<file path="src/rtl/vipc_pkg.sv">
package vipc_pkg;
   typedef enum logic {
      TRIG_EDGE  = 1'b0,
      TRIG_LEVEL = 1'b1
   } trig_e;

   // priority class of a vector: bits above the class shift
   function automatic int unsigned class_of(input int unsigned v, input int unsigned sh);
      return v >> sh;
   endfunction
endpackage

</file>
<file path="src/rtl/vipc_hi_enc.sv">
module vipc_hi_enc #(
   parameter int N      = 256,
   parameter int WORD_W = 32
) (
   input  logic [N-1:0]         bits,
   output logic                 any,
   output logic [$clog2(N)-1:0] idx
);
   localparam int IW = $clog2(N);
   localparam int NW = N / WORD_W;
   localparam int BW = $clog2(WORD_W);

   initial begin
      if (N % WORD_W != 0) $error("vipc_hi_enc: N must be a multiple of WORD_W");
      if (WORD_W < 2 || (1 << BW) != WORD_W) $error("vipc_hi_enc: WORD_W must be a power of two");
   end

   logic [NW-1:0] word_hit;
   logic [BW-1:0] word_loc [NW];

   genvar w;
   generate
      for (w = 0; w < NW; w++) begin : g_word
         logic [BW-1:0] loc;
         logic          hit;
         always_comb begin
            loc = '0;
            hit = 1'b0;
            for (int b = 0; b < WORD_W; b++) begin
               if (bits[w*WORD_W + b]) begin
                  loc = BW'(b);
                  hit = 1'b1;
               end
            end
         end
         assign word_hit[w] = hit;
         assign word_loc[w] = loc;
      end
   endgenerate

   always_comb begin
      any = 1'b0;
      idx = '0;
      for (int k = 0; k < NW; k++) begin
         if (word_hit[k]) begin
            any = 1'b1;
            idx = IW'(k * WORD_W) | IW'(word_loc[k]);
         end
      end
   end
endmodule

</file>
<file path="src/rtl/vipc_ppr.sv">
module vipc_ppr #(
   parameter int VEC_W     = 8,
   parameter int CLS_SHIFT = 4
) (
   input  logic [VEC_W-1:0] tpr,
   input  logic             isr_any,
   input  logic [VEC_W-1:0] isr_hi,
   output logic [VEC_W-1:0] ppr
);
   localparam int CLS_W = VEC_W - CLS_SHIFT;

   initial begin
      if (CLS_SHIFT < 1 || CLS_SHIFT >= VEC_W) $error("vipc_ppr: CLS_SHIFT out of range");
   end

   logic [CLS_W-1:0] isr_cls;
   logic [CLS_W-1:0] tpr_cls;

   assign isr_cls = isr_any ? isr_hi[VEC_W-1:CLS_SHIFT] : '0;
   assign tpr_cls = tpr[VEC_W-1:CLS_SHIFT];

   always_comb begin
      if (tpr_cls >= isr_cls) ppr = tpr;
      else                    ppr = {isr_cls, {CLS_SHIFT{1'b0}}};
   end
endmodule

</file>
<file path="src/rtl/vipc_core.sv">
module vipc_core #(
   parameter int NUM_VEC   = 256,
   parameter int WORD_W    = 32,
   parameter int CLS_SHIFT = 4,
   parameter int REG_W     = 32,
   parameter int CNT_W     = 32
) (
   input  logic                         clk,
   input  logic                         rst_n,
   input  logic                         post_valid,
   input  logic [$clog2(NUM_VEC)-1:0]   post_vec,
   input  logic                         post_level,
   input  logic                         ack_req,
   output logic                         ack_valid,
   output logic [$clog2(NUM_VEC)-1:0]   ack_vec,
   input  logic                         eoi,
   input  logic [REG_W-1:0]             reg_wdata,
   input  logic                         tpr_we,
   input  logic                         svr_we,
   output logic [$clog2(NUM_VEC)-1:0]   tpr_q,
   output logic [$clog2(NUM_VEC):0]     svr_q,
   output logic [$clog2(NUM_VEC)-1:0]   ppr_q,
   output logic                         irq,
   output logic [NUM_VEC-1:0]           irr_bits,
   output logic [NUM_VEC-1:0]           isr_bits,
   output logic [NUM_VEC-1:0]           tmr_bits,
   output logic [CNT_W-1:0]             post_new_cnt
);
   import vipc_pkg::*;

   localparam int VEC_W = $clog2(NUM_VEC);
   localparam int SVR_W = VEC_W + 1;
   localparam int CLS_W = VEC_W - CLS_SHIFT;
   localparam logic [SVR_W-1:0] SVR_RST = {1'b0, {VEC_W{1'b1}}};

   initial begin
      if ((1 << VEC_W) != NUM_VEC) $error("vipc_core: NUM_VEC must be a power of two");
      if (REG_W < SVR_W) $error("vipc_core: REG_W too narrow for the spurious register");
      if (CNT_W < 1) $error("vipc_core: CNT_W must be positive");
   end

   // architectural state
   logic [NUM_VEC-1:0] irr_r, isr_r, tmr_r;
   logic [VEC_W-1:0]   tpr_r;
   logic [SVR_W-1:0]   svr_r;
   logic [CNT_W-1:0]   cnt_r;
   logic               irq_r;
   logic               ackv_r;
   logic [VEC_W-1:0]   ackvec_r;

   // priority encoders
   logic             irr_any, isr_any;
   logic [VEC_W-1:0] irr_hi, isr_hi;
   logic [VEC_W-1:0] ppr;

   vipc_hi_enc #(.N(NUM_VEC), .WORD_W(WORD_W)) u_enc_irr (
      .bits(irr_r), .any(irr_any), .idx(irr_hi));
   vipc_hi_enc #(.N(NUM_VEC), .WORD_W(WORD_W)) u_enc_isr (
      .bits(isr_r), .any(isr_any), .idx(isr_hi));
   vipc_ppr #(.VEC_W(VEC_W), .CLS_SHIFT(CLS_SHIFT)) u_ppr (
      .tpr(tpr_r), .isr_any(isr_any), .isr_hi(isr_hi), .ppr(ppr));

   // request decision on the current state
   logic irq_d;
   logic [CLS_W-1:0] irr_cls, ppr_cls;
   assign irr_cls = irr_hi[VEC_W-1:CLS_SHIFT];
   assign ppr_cls = ppr[VEC_W-1:CLS_SHIFT];
   assign irq_d   = svr_r[SVR_W-1] && irr_any && ((ppr == '0) || (irr_cls > ppr_cls));

   // acknowledge classification
   logic ack_spur, ack_take;
   assign ack_spur = !irr_any || ((tpr_r != '0) && (irr_hi <= tpr_r));
   assign ack_take = ack_req && !ack_spur;

   // next-state arrays: end-of-interrupt clear, then acknowledge move, then post
   logic [NUM_VEC-1:0] irr_n, isr_n, tmr_n;
   always_comb begin
      isr_n = isr_r;
      irr_n = irr_r;
      tmr_n = tmr_r;
      if (eoi && isr_any) isr_n[isr_hi] = 1'b0;
      if (ack_take) begin
         isr_n[irr_hi] = 1'b1;
         irr_n[irr_hi] = 1'b0;
      end
      if (post_valid) begin
         irr_n[post_vec] = 1'b1;
         tmr_n[post_vec] = (trig_e'(post_level) == TRIG_LEVEL);
      end
   end

   always_ff @(posedge clk) begin
      if (!rst_n) begin
         irr_r    <= '0;
         isr_r    <= '0;
         tmr_r    <= '0;
         tpr_r    <= '0;
         svr_r    <= SVR_RST;
         cnt_r    <= '0;
         irq_r    <= 1'b0;
         ackv_r   <= 1'b0;
         ackvec_r <= '0;
      end else begin
         irr_r  <= irr_n;
         isr_r  <= isr_n;
         tmr_r  <= tmr_n;
         irq_r  <= irq_d;
         ackv_r <= ack_req;
         if (ack_req) ackvec_r <= ack_spur ? svr_r[VEC_W-1:0] : irr_hi;
         if (tpr_we)  tpr_r <= reg_wdata[VEC_W-1:0];
         if (svr_we)  svr_r <= reg_wdata[SVR_W-1:0];
         if (post_valid && !irr_r[post_vec]) cnt_r <= cnt_r + 1'b1;
      end
   end

   assign ack_valid    = ackv_r;
   assign ack_vec      = ackvec_r;
   assign tpr_q        = tpr_r;
   assign svr_q        = svr_r;
   assign ppr_q        = ppr;
   assign irq          = irq_r;
   assign irr_bits     = irr_r;
   assign isr_bits     = isr_r;
   assign tmr_bits     = tmr_r;
   assign post_new_cnt = cnt_r;
endmodule

</file>
<file path="config.mk">
export PLATFORM = sky130hd
export DESIGN_NAME = vipc_core
export DESIGN_NICKNAME = d
export VERILOG_FILES = /design/src/rtl/vipc_pkg.sv /design/src/rtl/vipc_hi_enc.sv /design/src/rtl/vipc_ppr.sv /design/src/rtl/vipc_core.sv
export SDC_FILE = /design/constraint.sdc
export NUM_CORES = 2
export LEC_CHECK = 0
export BUFFER_PORTS_ARGS = -buffer_cell sky130_fd_sc_hd__buf_4
export CORE_MARGIN = 2
export CORE_UTILIZATION = 35
export DETAILED_ROUTE_END_ITERATION = 16
export PLACE_DENSITY = 0.59
export RECOVER_POWER = 100
export SLEW_MARGIN = 30
export SYNTH_ARGS = -nofsm -noshare
export SYNTH_HDL_FRONTEND = slang
export SYNTH_SLANG_ARGS = --single-unit
</file>
<file path="constraint.sdc">
create_clock -name clk -period 6.8 [get_ports clk]
set_input_delay 0.68 -clock clk [delete_from_list [all_inputs] [get_ports clk]]
set_output_delay 0.68 -clock clk [all_outputs]
set_load 0.05 [all_outputs]
</file>
# ---- Word level (Yosys, flattened, before mapping)
# Index checks and enable logic that the tools add are counted.
dict set report op_classes {
  addsub 1
  magnitude_cmp 9
  mux 1056
  n_bitwise 6
  n_reduce_logical 16
}
# op n
set op_table {}
lappend op_table {{$mux 5} 286}
lappend op_table {{$mux 256} 4}
lappend op_table {{$mux 1} 548}
lappend op_table {{$and 256x256->256} 2}
lappend op_table {{$not 256->256} 2}
lappend op_table {{$or 256x256->256} 2}
lappend op_table {{$mux 4} 113}
lappend op_table {{$bwmux 256} 1}
lappend op_table {{$mux 3} 56}
lappend op_table {{$mux 8} 10}
lappend op_table {{$mux 2} 28}
lappend op_table {{$add 32x1->32 const B} 1}
lappend op_table {{$mux 7} 4}
lappend op_table {{$lt 8x9->1 const B} 3}
lappend op_table {{$demux 1 s8} 3}
lappend op_table {{$ge 8x1->1 const B} 3}
lappend op_table {{$mux 6} 2}
lappend op_table {{$logic_and 1x1->1} 9}
lappend op_table {{$bmux 1 s8} 1}
lappend op_table {{$le 8x8->1} 1}
lappend op_table {{$logic_not 8->1} 1}
lappend op_table {{$reduce_bool 8->1} 1}
lappend op_table {{$ge 4x4->1} 1}
lappend op_table {{$gt 4x4->1} 1}
lappend op_table {{other kinds (2)} 5}
dict set report word_totals {
  register_bits 827
  inputBits 48
  out_inout_bits 835
  wordCells 1097
}

# ---- Logic depth before layout (Yosys ltp)
dict set report depth {
  ltp_word 49
  mapped_depth 23
  ltp_nobuf 20
}

# ---- Cells and area by module
# Synthesis repeated with hierarchy kept, for this count alone.
dict set report hier_totals {
  hier_cells 5197
  area_unflattened_um2 40099.7
}
# module instances cells_each area_per_inst_um2 seq_area_each_um2
set modules_own_cells {}
lappend modules_own_cells {vipc_core 1 4078 33754.9 16555.9}
lappend modules_own_cells {vipc_hi_enc 2 547 3066.7 0.0}
lappend modules_own_cells {vipc_ppr 1 25 211.5 0.0}

# ---- Worst setup path after synthesis
# No wires, ideal clock.
dict set report synth_path {
  path_type {reg-to-reg}
  start {reg irr_r[237] (netlist: irr_bits[237])}
  end {reg irr_r[26] (netlist: irr_bits[26])}
  setup_time_ps 139
  arrival_ps 5443
  t_required_ps 6661
  slack_ps 1218
  path_stages_with_launch 21
  n_path_buf 2
  synth_period_minus_slack_ps 5582
  cell_sequence {dfxtp_1 -> or4_1 -> or4_4 -> nor3_1 -> o211a_1 -> a21oi_1 -> o2bb2ai_1 -> o22ai_2 -> nand2_1 -> clkbuf_1 -> inv_1 -> ha_1 -> nand2_1 -> nor2_1 -> o311ai_0 -> nand2_1 -> nor2_1 -> nand4_1 -> nor2_2 -> clkbuf_1 -> a31oi_1}
}
dict set report synth_between {
  elab_chain_len 29
  word_cells_on_any_way 56
  classes_between {3 x order compare; 44 x mux; 3 x bitwise; 6 x reduce/logical}
}
# element line
set synth_rtl {}
lappend synth_rtl {{start: declaration} vipc_core.sv:43} ;# logic [NUM_VEC-1:0] irr_r, isr_r, tmr_r;
lappend synth_rtl {{start signal: assignment} vipc_core.sv:104} ;# irr_r <= irr_n;
lappend synth_rtl {{$mux 4 / $mux 1 (equally long branches) (3 in series)} vipc_hi_enc.sv:30} ;# if (bits[w*WORD_W + b]) begin
lappend synth_rtl {{$mux 5 / $mux 1 (equally long branches) (16 in series)} vipc_hi_enc.sv:30}
lappend synth_rtl {{$mux 8} vipc_hi_enc.sv:45} ;# if (word_hit[k]) begin
lappend synth_rtl {{$lt 8x9->1 (implied by the code) / $ge 8x1->1 (equally long branches)} vipc_core.sv:84} ;# irr_n[irr_hi] = 1'b0;
lappend synth_rtl {{$logic_and 1x1->1 (implied by the code)} vipc_core.sv:84}
lappend synth_rtl {{$mux 1 (implied by the code)} vipc_core.sv:84}
lappend synth_rtl {{$demux 1 s8} vipc_core.sv:84}
lappend synth_rtl {{$not 256->256 (no line)} --}
lappend synth_rtl {{$and 256x256->256 (no line)} --}
lappend synth_rtl {{$mux 256 (*)} vipc_core.sv:82} ;# if (ack_take) begin
lappend synth_rtl {{$or 256x256->256 (no line)} --}
lappend synth_rtl {{$mux 256 (*)} vipc_core.sv:86} ;# if (post_valid) begin
# Every way passes the cells marked *; elsewhere a longest branch is shown, timed or not.
# A chain may end at the register's enable or synchronous reset.

# ---- Final worst setup path
dict set report layout_path {
  start {reg irr_r[101] (netlist: irr_bits[101])}
  end {reg irr_r[80] (netlist: irr_bits[80])}
}
dict set report layout_between {
  elab_chain_len 41
  word_cells_on_any_way 80
  classes_between {3 x order compare; 68 x mux; 3 x bitwise; 6 x reduce/logical}
}
# element line
set layout_rtl {}
lappend layout_rtl {{$mux 3 / $mux 1 (equally long branches) (3 in series)} vipc_hi_enc.sv:30}
lappend layout_rtl {{$mux 4 / $mux 1 (equally long branches) (8 in series)} vipc_hi_enc.sv:30}
lappend layout_rtl {{$mux 5 / $mux 1 (equally long branches) (16 in series)} vipc_hi_enc.sv:30}
lappend layout_rtl {{$mux 7} vipc_hi_enc.sv:45}
lappend layout_rtl {{$mux 8 (4 in series)} vipc_hi_enc.sv:45}
lappend layout_rtl {{$lt 8x9->1 (implied by the code) / $ge 8x1->1 (equally long branches)} vipc_core.sv:84}
lappend layout_rtl {{$logic_and 1x1->1 (implied by the code)} vipc_core.sv:84}
lappend layout_rtl {{$mux 1 (implied by the code)} vipc_core.sv:84}
lappend layout_rtl {{$demux 1 s8} vipc_core.sv:84}
lappend layout_rtl {{$not 256->256 (no line)} --}
lappend layout_rtl {{$and 256x256->256 (no line)} --}
lappend layout_rtl {{$mux 256 (*)} vipc_core.sv:82}
lappend layout_rtl {{$or 256x256->256 (no line)} --}
lappend layout_rtl {{$mux 256 (*)} vipc_core.sv:86}
# Marks and branches as above.

==> results.yml <==
power_and_ir_drop:
  power_mw: 12.5
  p_clk_share_pct: 42.5
  swShare_pct: 33.6
  p_sw_mw: 4.22
  p_per_area_mw_per_mm2: 247
  pwr-share-comb_pct: 18.4
  seqPwrFrac_pct: 39.1
  p_leak_nw: 16.8
  internal-power_mw: 8.32
  ir_drop_mv: 0.193
sta:
  hold_viol_final: 0
  finalSetupTns_ns: 0
  setup_violations: 0
  whs_ns: 0.208
  grt_setup_unrepaired: "false"
  clock.fmax_ghz: 0.152
  skew_ns: 0.0489
  layout_min_cycle_time_ns: 6.59
  fin_crit_sh_pct: 96.9
  setup_ws_ns: 0.213
  worst_slew_pin_slew_ns: 3.30
  finalMaxSlewViolations: 435
  relSlewSlack_pct: -120
global_routing:
  met3_usage_pct: 12.7
  grt_overflow_total: 0
  antenna_found_initial: 8
  grt_pass1_vias: 44400
  grt_usage_pct: 38.1
  grt_pass1_wl_um: 346000
  grt_max_degree: 234
  use_met2_pct: 58.1
  grtUsageMet1_pct: 46.5
  grt.busiest_layer: "met2"
flow_run:
  drv_cap: 25
synth:
  synth-seq-area-share_pct: 38.9
  yosysUniqueCellTypes: 96
  ys_warn_count: 0
  synth_edf_count: 0
  synth_nets: 5223
  yosys_most_used_dff: "dfxtp_1"
  async_reset_ff_share_pct: 0
  syn_inst: 5158
  synth_seq_cells: 827
  syn_avg_cell_area_um2: 8.25
  synth_area_mm2: 0.0426
placed_design:
  placed_cells: 7409
  pre_cts_ws_ns: 0.707
  place_congestion: 1.01
  post-dp-hpwl_um: 180000
  portBuffers: 859
  placed_area_mm2: 0.0510
floorplanning:
  die_area_mm2: 0.124
  pin_count: 883
  die_h_um: 353
  die_x_um: 353
  core_mm2: 0.120
  start_util_pct: 35.4
  rows: 127
final_layout:
  final_area_mm2: 0.0508
  stdcell_count: 7588
  utilization_pct: 42.2
  area.growth.synth_to_final_pct: 19.3
  nets: 5959
  layout-drive-gt1-share_pct: 7.49
  nFillCells: 12900
route:
  drt_iter0_markers: 7119
  drc: 0
  drt-vias-per-instance: 6.41
  via_count: 48700
  drt-wirelength-per-cell_um: 33.0
  antenna_left: 0
  drt-pass1-iter-count: 6
  wirelength_um: 250000
min_path:
  hp-start: "reg_wdata[6]"
  hold-path-cell-count: 3
  hold_end: "svr_q[6]"
  hp-class: "in -> reg"
setup_path:
  end_kind: "flip-flop"
  cp-start-kind: "flip-flop"
  r2r_cells: 20
  crit_arrival_ns: 7.17
  regToRegStartpoint: "irr_bits[101]"
  cp_max_fo: 16
  required_ns: 7.38
  reg2reg_to: "irr_bits[80]"
  crit_type: "reg -> reg"
  r2r_setup_slack_ns: 0.21
clock_network:
  cts-root-buf: "clkbuf_16"
  cts_sinks: 827
  cts_tree: "built"
  cts_buffers: 95
  post_cts_buffers: 0
  clockBufferDepth: 3
  cts-hold-fix-buffers: 0
  clkLatencyLatePin_ns: 0.73
  clk_pin_slew_ns: 0.06
  ctsHtreeMaxLevel: 3
  cts_resized: 0
status:
  status: "complete, but fails checks"
  violations: "capacitance limit, slew limit"
worst max-delay path by stage:
stage                             start      endpoint  slack (ns)
final                     irr_bits[101]  irr_bits[80]        0.21
after global routing      irr_bits[101]  irr_bits[93]        0.02
after CTS                 irr_bits[101]  isr_bits[35]        0.66
after detailed placement  irr_bits[101]  isr_bits[35]        0.71
after global placement    irr_bits[133]  isr_bits[35]        0.78
after floorplan           irr_bits[237]  irr_bits[26]        1.22
layout by cell type, fill, tap and decap left out, types with 17 or more instances in the layout:
cell / count
nor2b_1: 260
nand3_1: 48
a211oi_1: 20
clkbuf_16: 95
buf_4: 111
xnor2_1: 17
or4_1: 43
clkinv_2: 23
nor3_1: 120
o311ai_0: 143
a21boi_0: 60
clkbuf_8: 18
ha_1: 17
a21oi_1: 106
and2_0: 29
mux4_2: 80
o31ai_1: 44
o21ai_0: 527
nand2b_1: 40
nand4_1: 50
nor4_1: 178
dfxtp_1: 827
inv_1: 113
and2_1: 23
and3_1: 18
clkbuf_1: 894
a41oi_1: 38
nor2_1: 505
o22ai_1: 45
or3_1: 27
nand2_1: 574
o211ai_1: 97
mux2i_1: 243
a31oi_1: 234
cell usage after synthesis (48+ instances only):
cell type | number | share of area (%)
o211ai_1 | 97 | 1.7
clkbuf_1 | 291 | 2.6
nor2b_1 | 262 | 3.8
o311ai_0 | 144 | 3.0
mux4_2 | 80 | 4.2
nor4_1 | 179 | 2.6
nand2_1 | 577 | 5.1
inv_1 | 113 | 1.0
a21oi_1 | 106 | 1.2
a21boi_0 | 53 | 0.93
and2_1 | 49 | 0.72
nor2_1 | 509 | 4.5
o21ai_1 | 67 | 0.79
nand3_1 | 49 | 0.58
o21ai_0 | 470 | 5.5
buf_2 | 48 | 0.56
nor3_1 | 124 | 1.5
nand4_1 | 49 | 0.72
mux2i_1 | 243 | 5.7
a31oi_1 | 234 | 3.4
dfxtp_1 | 827 | 39
sequential cells by signal, indices dropped and copies added, names as in the netlist:
name	cells
ack_vec	8
tpr_q	8
irr_bits	256
irq	1
post_new_cnt	32
isr_bits	256
tmr_bits	256
svr_q	9
ack_valid	1
routing by layer:
metal	wire length (um)	vias to the layer above	part of all wire, %
met1	90600	23400	36
met3	33600	865	13
met5	34	-	0.014
met2	107000	3771	43
li1	-	20600	-
met4	18900	4	7.6
area by class of cell:
type / instances / area (um2) / share of cell area [%]
diodes: 8 / 20.0 / 0.0394
clock buffers: 130 / 2690 / 5.29
clock inverters: 41 / 448 / 0.882
inverters: 114 / 428 / 0.842
multi-input cells: 3847 / 24300 / 47.8
flip-flops and latches: 827 / 16600 / 32.6
well taps: 1612 / 2020 / 3.97
repair buffers: 1009 / 4370 / 8.59
cells by family after synthesis:
logic type | synth area share [%]
AND/OR/NAND/NOR | 23.4
AO/OA/AOI/OAI | 22.3
flip-flops | 38.9
buffers and inverters | 4.44
multiplexers | 10.0
XOR/XNOR | 0.432
adder cells (fa/ha/maj) | 0.500
power by group through the flow:
stage                     Clock (mW)  Combinational [mW]  Sequential, mW
after floorplan                    0                1.05            5.09
after global routing            5.52                2.33            4.90
final                           5.33                2.31            4.90
after CTS                       5.33                2.26            4.90
after detailed placement           0                2.25            5.01
after global placement             0                2.24            5.01
critical path: stages (launching register included):
cell and delay (ns):
dfxtp_1 0.37, nor4_1 0.78, nand4_1 0.38, nor3_2 0.31, nand2_1 0.34, a21o_1 0.27
a31oi_1 0.36, o21a_2 0.43, nor2_1 0.12, ha_1 0.31, nand3_1 0.09, o22ai_1 0.14
nor3_1 0.06, o311ai_1 0.30, buf_4 0.21, nand2_1 0.15, nor2_1 0.21, nand2_1 0.26
nor2_1 0.55, clkbuf_2 0.57, a41oi_1 0.19
Power figures use the tool's default switching activity.
